[config.mk]
export PLATFORM = sky130hd
export DESIGN_NAME = exc_entry_seq
export DESIGN_NICKNAME = d
export VERILOG_FILES = /design/src/rtl/exc_entry_pkg.sv /design/src/rtl/exc_accept_ctl.sv /design/src/rtl/exc_save_bank.sv /design/src/rtl/exc_live_regs.sv /design/src/rtl/exc_entry_seq.sv
export SDC_FILE = /design/constraint.sdc
export NUM_CORES = 1
export LEC_CHECK = 0
export ABC_AREA = 1
export BUFFER_PORTS_ARGS = -buffer_cell sky130_fd_sc_hd__buf_2
export CORE_ASPECT_RATIO = 0.5
export CORE_MARGIN = 4
export CORE_UTILIZATION = 51
export CTS_BUF_LIST = sky130_fd_sc_hd__clkbuf_4
export DETAILED_ROUTE_END_ITERATION = 8
export GPL_TIMING_DRIVEN = 0
export PLACE_DENSITY_LB_ADDON = 0.15
export SYNTH_ARGS = -nofsm -noshare
export SYNTH_HDL_FRONTEND = slang
export SYNTH_SLANG_ARGS = --single-unit
[constraint.sdc]
create_clock -name clk -period 5.9 [get_ports clk]
set_clock_uncertainty 0.15 [all_clocks]
set_input_delay 0.885 -clock clk [delete_from_list [all_inputs] [get_ports clk]]
set_output_delay 0.885 -clock clk [all_outputs]
set_load 0.05 [all_outputs]
[src/rtl/exc_entry_pkg.sv]
package exc_entry_pkg;
  typedef enum logic [1:0] {
    OP_NONE   = 2'd0,
    OP_ENTER  = 2'd1,
    OP_RETURN = 2'd2
  } exc_op_e;
endpackage

[src/rtl/exc_accept_ctl.sv]
module exc_accept_ctl
  import exc_entry_pkg::*;
#(
  parameter int XLEN   = 32,
  parameter int BL_POS = 28
) (
  input  logic            clk,
  input  logic            rst_n,
  input  logic            irq_req,
  input  logic            insn_brk,
  input  logic            rte_req,
  input  logic [XLEN-1:0] sr_cur,
  output exc_op_e         op,
  output logic            irq_taken
);
  logic accept_ok;
  logic taken_d;
  logic taken_q;

  always_comb begin
    accept_ok = irq_req && insn_brk && !sr_cur[BL_POS];
    if (rte_req)        op = OP_RETURN;   // return takes precedence
    else if (accept_ok) op = OP_ENTER;
    else                op = OP_NONE;
    taken_d = (op == OP_ENTER);
  end

  always_ff @(posedge clk or negedge rst_n) begin
    if (!rst_n) taken_q <= 1'b0;
    else        taken_q <= taken_d;
  end

  assign irq_taken = taken_q;

  // a pulse only ever follows a boundary strobe
  a_r2_boundary_only: assert property (@(posedge clk) disable iff (!rst_n)
    irq_taken |-> $past(insn_brk) && $past(irq_req));
  // block bit set means nothing is taken
  a_r8_block_ignores: assert property (@(posedge clk) disable iff (!rst_n)
    sr_cur[BL_POS] |=> !irq_taken);
  // a return cycle never produces an acceptance pulse
  a_r10_return_first: assert property (@(posedge clk) disable iff (!rst_n)
    rte_req |=> !irq_taken);
endmodule

[src/rtl/exc_save_bank.sv]
module exc_save_bank
  import exc_entry_pkg::*;
#(
  parameter int XLEN = 32,
  parameter int EVW  = 12
) (
  input  logic            clk,
  input  logic            rst_n,
  input  exc_op_e         op,
  input  logic [XLEN-1:0] sr_cur,
  input  logic [XLEN-1:0] pc_cur,
  input  logic [EVW-1:0]  code,
  output logic [XLEN-1:0] ssr_q,
  output logic [XLEN-1:0] spc_q,
  output logic [EVW-1:0]  evt_q,
  output logic [EVW-1:0]  evt2_q
);
  logic            save_en;
  logic [XLEN-1:0] ssr_d, spc_d;
  logic [EVW-1:0]  evt_d, evt2_d;

  always_comb begin
    save_en = (op == OP_ENTER);
    ssr_d   = save_en ? sr_cur : ssr_q;
    spc_d   = save_en ? pc_cur : spc_q;
    evt_d   = save_en ? code   : evt_q;
    evt2_d  = save_en ? code   : evt2_q;
  end

  always_ff @(posedge clk or negedge rst_n) begin
    if (!rst_n) begin
      ssr_q  <= '0;
      spc_q  <= '0;
      evt_q  <= '0;
      evt2_q <= '0;
    end else begin
      ssr_q  <= ssr_d;
      spc_q  <= spc_d;
      evt_q  <= evt_d;
      evt2_q <= evt2_d;
    end
  end

  // context saved from the live registers
  a_r4_context_saved: assert property (@(posedge clk) disable iff (!rst_n)
    (op == OP_ENTER) |=> (ssr_q == $past(sr_cur)) && (spc_q == $past(pc_cur)));
  // both event registers agree after an entry
  a_r3_event_pair: assert property (@(posedge clk) disable iff (!rst_n)
    (op == OP_ENTER) |=> (evt_q == $past(code)) && (evt2_q == evt_q));
  // save bank is stable when nothing enters
  a_r8_bank_stable: assert property (@(posedge clk) disable iff (!rst_n)
    (op != OP_ENTER) |=> $stable(ssr_q) && $stable(spc_q) && $stable(evt_q));
endmodule

[src/rtl/exc_live_regs.sv]
module exc_live_regs
  import exc_entry_pkg::*;
#(
  parameter int              XLEN    = 32,
  parameter int              BL_POS  = 28,
  parameter int              RB_POS  = 29,
  parameter int              MD_POS  = 30,
  parameter logic [XLEN-1:0] VEC_OFS = 'h600,
  parameter logic [XLEN-1:0] SR_RST  = 'h7000_00F0,
  parameter logic [XLEN-1:0] PC_RST  = '0
) (
  input  logic            clk,
  input  logic            rst_n,
  input  exc_op_e         op,
  input  logic [XLEN-1:0] vbr,
  input  logic [XLEN-1:0] ssr,
  input  logic [XLEN-1:0] spc,
  input  logic            sr_ld,
  input  logic [XLEN-1:0] sr_ld_data,
  input  logic            pc_ld,
  input  logic [XLEN-1:0] pc_ld_data,
  output logic [XLEN-1:0] sr_q,
  output logic [XLEN-1:0] pc_q
);
  localparam logic [XLEN-1:0] ONE      = {{(XLEN-1){1'b0}}, 1'b1};
  localparam logic [XLEN-1:0] SET_MASK = (ONE << BL_POS) | (ONE << RB_POS) | (ONE << MD_POS);

  logic [XLEN-1:0] sr_d, pc_d;

  always_comb begin
    sr_d = sr_q;
    pc_d = pc_q;
    unique case (op)
      OP_RETURN: begin
        sr_d = ssr;
        pc_d = spc;
      end
      OP_ENTER: begin
        sr_d = sr_q | SET_MASK;
        pc_d = vbr + VEC_OFS;
      end
      default: begin
        if (sr_ld) sr_d = sr_ld_data;
        if (pc_ld) pc_d = pc_ld_data;
      end
    endcase
  end

  always_ff @(posedge clk or negedge rst_n) begin
    if (!rst_n) begin
      sr_q <= SR_RST;
      pc_q <= PC_RST;
    end else begin
      sr_q <= sr_d;
      pc_q <= pc_d;
    end
  end

  // control bits raised on entry
  a_r5_ctrl_bits_set: assert property (@(posedge clk) disable iff (!rst_n)
    (op == OP_ENTER) |=> sr_q[BL_POS] && sr_q[RB_POS] && sr_q[MD_POS]);
  // all other status bits, mask included, untouched by entry
  a_r7_mask_kept: assert property (@(posedge clk) disable iff (!rst_n)
    (op == OP_ENTER) |=> ((sr_q & ~SET_MASK) == ($past(sr_q) & ~SET_MASK)));
  // handler address taken immediately
  a_r6_handler_pc: assert property (@(posedge clk) disable iff (!rst_n)
    (op == OP_ENTER) |=> (pc_q == $past(vbr) + VEC_OFS));
  // return restores both registers
  a_r9_restore: assert property (@(posedge clk) disable iff (!rst_n)
    (op == OP_RETURN) |=> (sr_q == $past(ssr)) && (pc_q == $past(spc)));
endmodule

[src/rtl/exc_entry_seq.sv]
module exc_entry_seq
  import exc_entry_pkg::*;
#(
  parameter int XLEN   = 32,
  parameter int EVW    = 12,
  parameter int BL_POS = 28,
  parameter int RB_POS = 29,
  parameter int MD_POS = 30
) (
  input  logic            clk,
  input  logic            rst_n,
  input  logic            irq_req,
  input  logic [EVW-1:0]  irq_code,
  input  logic            insn_brk,
  input  logic            rte_req,
  input  logic [XLEN-1:0] vbr,
  input  logic            sr_ld,
  input  logic [XLEN-1:0] sr_ld_data,
  input  logic            pc_ld,
  input  logic [XLEN-1:0] pc_ld_data,
  output logic [XLEN-1:0] sr_q,
  output logic [XLEN-1:0] pc_q,
  output logic [XLEN-1:0] ssr_q,
  output logic [XLEN-1:0] spc_q,
  output logic [EVW-1:0]  evt_q,
  output logic [EVW-1:0]  evt2_q,
  output logic            irq_taken
);
  logic    rst_meta, rst_sync_n;
  exc_op_e op;

  always_ff @(posedge clk or negedge rst_n) begin
    if (!rst_n) begin
      rst_meta   <= 1'b0;
      rst_sync_n <= 1'b0;
    end else begin
      rst_meta   <= 1'b1;
      rst_sync_n <= rst_meta;
    end
  end

  exc_accept_ctl #(.XLEN(XLEN), .BL_POS(BL_POS)) i_ctl (
    .clk(clk), .rst_n(rst_sync_n), .irq_req(irq_req), .insn_brk(insn_brk),
    .rte_req(rte_req), .sr_cur(sr_q), .op(op), .irq_taken(irq_taken)
  );

  exc_save_bank #(.XLEN(XLEN), .EVW(EVW)) i_bank (
    .clk(clk), .rst_n(rst_sync_n), .op(op), .sr_cur(sr_q), .pc_cur(pc_q),
    .code(irq_code), .ssr_q(ssr_q), .spc_q(spc_q), .evt_q(evt_q), .evt2_q(evt2_q)
  );

  exc_live_regs #(.XLEN(XLEN), .BL_POS(BL_POS), .RB_POS(RB_POS), .MD_POS(MD_POS)) i_live (
    .clk(clk), .rst_n(rst_sync_n), .op(op), .vbr(vbr), .ssr(ssr_q), .spc(spc_q),
    .sr_ld(sr_ld), .sr_ld_data(sr_ld_data), .pc_ld(pc_ld), .pc_ld_data(pc_ld_data),
    .sr_q(sr_q), .pc_q(pc_q)
  );

  // a pipeline load never clears the block bit during an entry
  a_r11_entry_beats_load: assert property (@(posedge clk) disable iff (!rst_sync_n)
    (op == OP_ENTER && sr_ld) |=> sr_q[BL_POS]);
endmodule

==> impl_metrics.ini, run 1 <==
[synth]
syn_area_mm2 = 0.00712
ys_warn_count = 0
async_flop_share = 1.00
ys_seq_area_frac = 0.504
synth.top_cell.area_share = 0.478
ys_ff_latch = 143
synth.most_common_cell = nand2_1
synth.avg_cell_area_um2 = 7.67
synthesis.instances = 928
synthTopCellsByCount = 341 x nand2_1, 136 x dfrtp_1, 113 x inv_1
synth_cell_type_count = 34
synth_ff_type = dfrtp_1
ys_top_cells_by_area = dfrtp_1 48%, nand2_1 18%, o21ai_0 6.8%
synth_edf_count = 0
synth_top_cell_by_area = dfrtp_1
syn-num-nets = 1044

[die]
std_cell_rows = 30
die_h_um = 91.5
ios = 268
initial_core_util = 0.524
fp.dieArea_mm2 = 0.0160
core-area_mm2 = 0.0136
chipWidth_um = 175

[grt]
grt_overflow = 0
first_global_vias = 7013
antenna_found_initial = 0
grt_pass1_wl_mm = 35.3
grt_max_degree = 71
track_usage = 0.278

[sta]
slew_headroom = 0.542
hold_violations = 0
rsz0062_at_grt = false
maxSlewViolCount = 0
fin_crit_ns = 2.47
worst_slack_ns = 3.43
fin_crit_sh = 0.419
fmax_ghz = 0.404
worst_pin_slew_ns = 0.686
setup_viol = 0

[worst_setup_path]
end_kind = output pin
crit_buf_inv = 1
path_delay_family = flip-flops
crit_path_start_kind = flop
crit_required_ns = 4.87
crit_path_start = i_live.sr_q[28]
setup.worst_path.class = flop to output pin
critical_path.max_stage_delay_ns = 0.59
crit-reg2reg-launch = i_live.sr_q[28]
path_cells = buf_2
slowest_stage = dfstp_2
cp_max_fo = 3
cp.arrival_ns = 1.44

[cts]
clk_pin_slew_ns = 0.14
cts-root-buf = clkbuf_4
clock_sinks = 143
clock_path_buffers = 2
clock_latency_ns = 0.58
cts-resized-gates = 0
ctsHtreeMaxLevel = 4
cts_tree = done
cts_made_buffers = 17

[power]
p_per_area_mw_per_mm2 = 446
total_leakage_power_nw = 4.96
vdd_ir_drop_max_mv = 0.249
power.total_w = 0.00406

[run_status]
status = complete, no violations

[route]
wl_mm = 22.2
routed_via_density = 5.03
ant_nets = 0
wl_per_cell_um = 15.6
remaining_drc_errors = 0
detail_route.first_pass.iterations = 5
dr.first_iter.drc_count = 447
vias = 7162

[worst_hold_path]
hold_path_class = flop to asynchronous set/reset pin

[job]
maxCapViolations = 0

[layout]
fillers = 1253
drive_gt1_frac = 0.296
nNetsFinal = 1333
utilization = 0.670
syn_to_final_growth_pct = 28.0

[placed_design]
gp_congestion = 0.918
io_buffers = 266
dp_hpwl_mm = 16.4
place_ws_ns = 3.31
[cell usage in the layout (no fill, tap or decap), types with 2 or more instances in the layout]
master and count:
nor2_1 52, clkbuf_1 12, buf_2 275, o211ai_1 12, clkbuf_2 2, clkinvlp_4 2, clkinv_4 3, nand3_1 21
o21bai_1 2, inv_2 3, inv_6 5, buf_4 19, o21ai_1 41, nand2_1 341, nor3_1 2, nand4_1 2
dfrtp_1 135, dfstp_2 7, inv_1 113, o221ai_1 3, o21ai_0 97, clkbuf_4 18, buf_6 13, nor2_4 3
bufinv_16 4, buf_16 2, a21oi_1 25, dlygate4sd3_1 2
[per-layer routing]
metal | up-vias | wire (um) | global-route usage | part of all wire
li1 | 3466 | - | - | -
met1 | 3352 | 9610 | 0.368 | 0.43
met3 | 39 | 1720 | 0.0686 | 0.077
met5 | - | 0 | 0 | 0
met4 | 0 | 452 | 0.0764 | 0.020
met2 | 305 | 10500 | 0.459 | 0.47
[power breakdown]
group          switching, W  total [W]  internal (W)
Clock              0.000412   0.000761      0.000349
Sequential         0.000177    0.00142       0.00124
Combinational       0.00146    0.00188      0.000421
Total               0.00205    0.00406       0.00201
[final timing paths]
kind                                         end  slack, ns  depth (start not counted)
worst max-delay path                    sr_q[28]       3.43                          1
worst min-delay path             i_bank.evt_q[7]       0.19                          1
worst max register to register  i_bank.spc_q[13]       4.22                          5
worst min register to register   i_bank.evt_q[7]       0.19                          1
max in group asynchronous        i_live.sr_q[28]       4.70                          2
min in group clk                      rst_sync_n       0.22                          0
[state kept, by name, indices dropped and copies added (netlist names)]
| signal | flops |
|---|---|
| i_bank.evt_q | 12 |
| i_bank.spc_q | 32 |
| i_bank.ssr_q | 32 |
| i_ctl.irq_taken | 1 |
| i_live.pc_q | 32 |
| i_live.sr_q | 32 |
| rst_meta | 1 |
| rst_sync_n | 1 |
[metrics by stage]
stage | hold slack [ns] | area [um2] | std cells | setup TNS (ns)
after global placement | 0.190 | 8690 | 1386 | -18.11
after floorplan | 0.181 | 7120 | 928 | 0
after detailed placement | -0.0330 | 8750 | 1388 | 0
after CTS | 0.221 | 9110 | 1422 | 0
after global routing | 0.236 | 9110 | 1422 | 0
final | 0.191 | 9110 | 1423 | 0
[cell families after synthesis]
kind of cell	synth area share
AOI/OAI and AO/OA	0.136
xor gates and xnor gates	0.00123
adders and majority gates	0.00176
buffers and inverters	0.116
DFF	0.504
other	0.000527
and+or+nand+nor	0.240
[worst reg2reg max path: stages (launching register included)]
cell      delay (ns)
dfstp_2         0.59
nor2_4          0.06
nand2_4         0.12
clkbuf_1        0.47
nand2_1         0.11
o21ai_0         0.10
[what timing repair did]
item,4_1_cts,5_1_grt
buffers inserted,0,0
hold buffers,2,0
endpoints found under the hold margin,5,0
[layout make-up]
type / instances / area, um2 / area share
sequential: 143 / 3590 / 0.394
antenna: 1 / 2.50 / 0.000275
tap: 192 / 240 / 0.0264
multi-input combinational: 613 / 2700 / 0.296
inverter: 116 / 435 / 0.0478
timing repair buffer: 270 / 1410 / 0.154
clock buffer: 18 / 135 / 0.0148
buffer: 56 / 393 / 0.0431
clock inverter: 14 / 205 / 0.0225
Power figures use the tool's default switching activity.
==> run 2: changes to the inputs <==
==> constraint.sdc (replaced) <==
create_clock -name clk -period 2.5 [get_ports clk]
set_clock_uncertainty 0.15 [all_clocks]
set_input_delay 0.375 -clock clk [delete_from_list [all_inputs] [get_ports clk]]
set_output_delay 0.375 -clock clk [all_outputs]
set_load 0.05 [all_outputs]
==> run 2 against run 1 <==
  * Critical path depth grew 7
  * Combinational power rose by 140%
  * Worst hold slack lost 0.17 ns
  * Clock power grew 130%
  * Clock-buffer cell count is the same
  * Flip-flop and latch count stayed put
  * Final cell count up 4.2%
  * Global-route usage increased by 1.8 points
  * Design area rose by 6.6%
  * Routed wire length up 4.7%
  * Largest cell class unchanged
  * Utilization rose by 4.5 points
  * First-iteration DRC count up 5.4%
==> impl_metrics.ini, run 2 (same netlist as run 1, synthesis figures left out) <==
[die]
std_cell_rows = 30
ios = 268
core-area_mm2 = 0.0136
die_h_um = 91.5
initial_core_util = 0.524
chipWidth_um = 175
fp.dieArea_mm2 = 0.0160

[sta]
slew_headroom = 0.558
maxSlewViolCount = 0
tns_ns = 0
hold_violations = 0
worst_pin_slew_ns = 0.663
worst_slack_ns = 0.332
setup_viol = 0
rsz0062_at_grt = false
fin_crit_ns = 2.17
fmax_ghz = 0.461
fin_crit_sh = 0.867

[cts]
cts-resized-gates = 0
cts_tree = done
ctsHtreeMaxLevel = 4
clock_sinks = 143
clock_path_buffers = 2
cts_made_buffers = 17
clk_pin_slew_ns = 0.15
cts-root-buf = clkbuf_4
clock_latency_ns = 0.53

[worst_hold_path]
hold_path_class = input port to flop

[route]
vias = 7462
wl_mm = 23.3
detail_route.first_pass.iterations = 5
wl_per_cell_um = 15.7
remaining_drc_errors = 0
dr.first_iter.drc_count = 471
routed_via_density = 5.03
ant_nets = 0

[grt]
grt_max_degree = 51
antenna_found_initial = 0
grt_overflow = 0
grt_pass1_wl_mm = 37.9
first_global_vias = 7388
track_usage = 0.295

[layout]
fin_cells = 1483
syn_to_final_growth_pct = 36.5
final_cell_mix = 341 x nand2_1, 275 x buf_2, 135 x dfrtp_1, 113 x inv_1, 97 x o21ai_0
insertedDiodeCount = 0
nNetsFinal = 1394
final_common_cell = nand2_1
drive_gt1_frac = 0.281

[placed_design]
gp_congestion = 0.918
dp_hpwl_mm = 16.7
place_ws_ns = 0.421
io_buffers = 266
dp_cells = 1388

[power]
vdd_ir_drop_max_mv = 0.744
p_per_area_mw_per_mm2 = 997
seq_power_share = 0.348
total_leakage_power_nw = 5.23
swShare = 0.500
pwr-share-comb = 0.470
clkPwrFrac = 0.182
p_switching_w = 0.00485
p_int_w = 0.00484

[worst_setup_path]
cp.arrival_ns = 2.46
crit_required_ns = 2.79
crit_path_start_kind = flop
setup.worst_path.class = flop to flop
end_kind = flop
cp_max_fo = 10

[run_status]
status = complete, no violations

[job]
maxCapViolations = 0
## run 2: cell types whose count changed in the layout (fill, tap and decap cells not counted)
cell           delta
clkinv_4          -2
dlygate4sd3_1    +61
clkinv_1          +1
diode_2           -1
inv_8             +1
## run 2: metrics by stage
| stage | power, W | cell area [um2] | utilization | hold WS (ns) |
|---|---|---|---|---|
| 6_report | 0.00969 | 9710 | 0.715 | 0.0231 |
| 5_1_grt | 0.0102 | 9710 | 0.715 | 0.00914 |
| 4_1_cts | 0.00970 | 9700 | 0.714 | 0.00115 |
| 3_5_place_dp | 0.00785 | 8750 | 0.644 | 0.0116 |
| 3_3_place_gp | 0.00775 | 8690 | 0.640 | 0.0109 |
| 2_1_floorplan | 0.00668 | 7120 | - | -0.0706 |
## run 2: worst paths after layout
path	start	endpoint	cells past startpoint	slack [ns]
max reg2reg	i_live.sr_q[28]	i_live.pc_q[30]	8	0.33
min reg2reg	rst_sync_n	i_bank.ssr_q[1]	0	0.20
min	pc_ld_data[4]	i_live.pc_q[4]	5	0.02
min in group asynchronous	rst_sync_n	i_bank.ssr_q[1]	0	0.20
max in group asynchronous	rst_sync_n	i_live.sr_q[28]	2	0.99
max	i_live.sr_q[28]	i_live.pc_q[30]	8	0.33
## run 2: timing repair
item	CTS	global route
hold endpoints to repair	54	1
hold buffers	62	1
buffers inserted	0	0
## run 2: worst max-delay path: stages, from the launching register on
cell,delay [ns]
dfstp_2,0.59
inv_2,0.06
nand3_4,0.10
nand3b_2,0.09
buf_6,0.16
buf_6,0.15
a21oi_1,0.16
nand2_1,0.07
dlygate4sd3_1,0.56
## run 2: final cells by class
cell class / count / area (um2)
plain buffers: 56 / 393
fillers: 1127 / 3870
repair buffers: 331 / 2020
inverters: 116 / 435
multi-input cells: 613 / 2700
clock buffers: 18 / 135
flip-flops and latches: 143 / 3590
well taps: 192 / 240
clock inverters: 14 / 203
## run 2: power by group through the flow
stage / Clock [W] / Sequential [W] / Combinational [W]
floorplan: 0 / 0.00555 / 0.00113
detailed placement: 0 / 0.00340 / 0.00445
global route: 0.00189 / 0.00344 / 0.00483
global placement: 0 / 0.00340 / 0.00435
finish: 0.00177 / 0.00337 / 0.00455
CTS: 0.00178 / 0.00336 / 0.00456
## run 2: routing by layer
layer	up-vias	routed length, um	track usage	part of all wire
met5	-	0	0	0
met4	0	475	0.0875	0.020
met3	34	1580	0.0499	0.068
met2	300	11200	0.502	0.48
met1	3549	10000	0.393	0.43
li1	3579	-	-	-
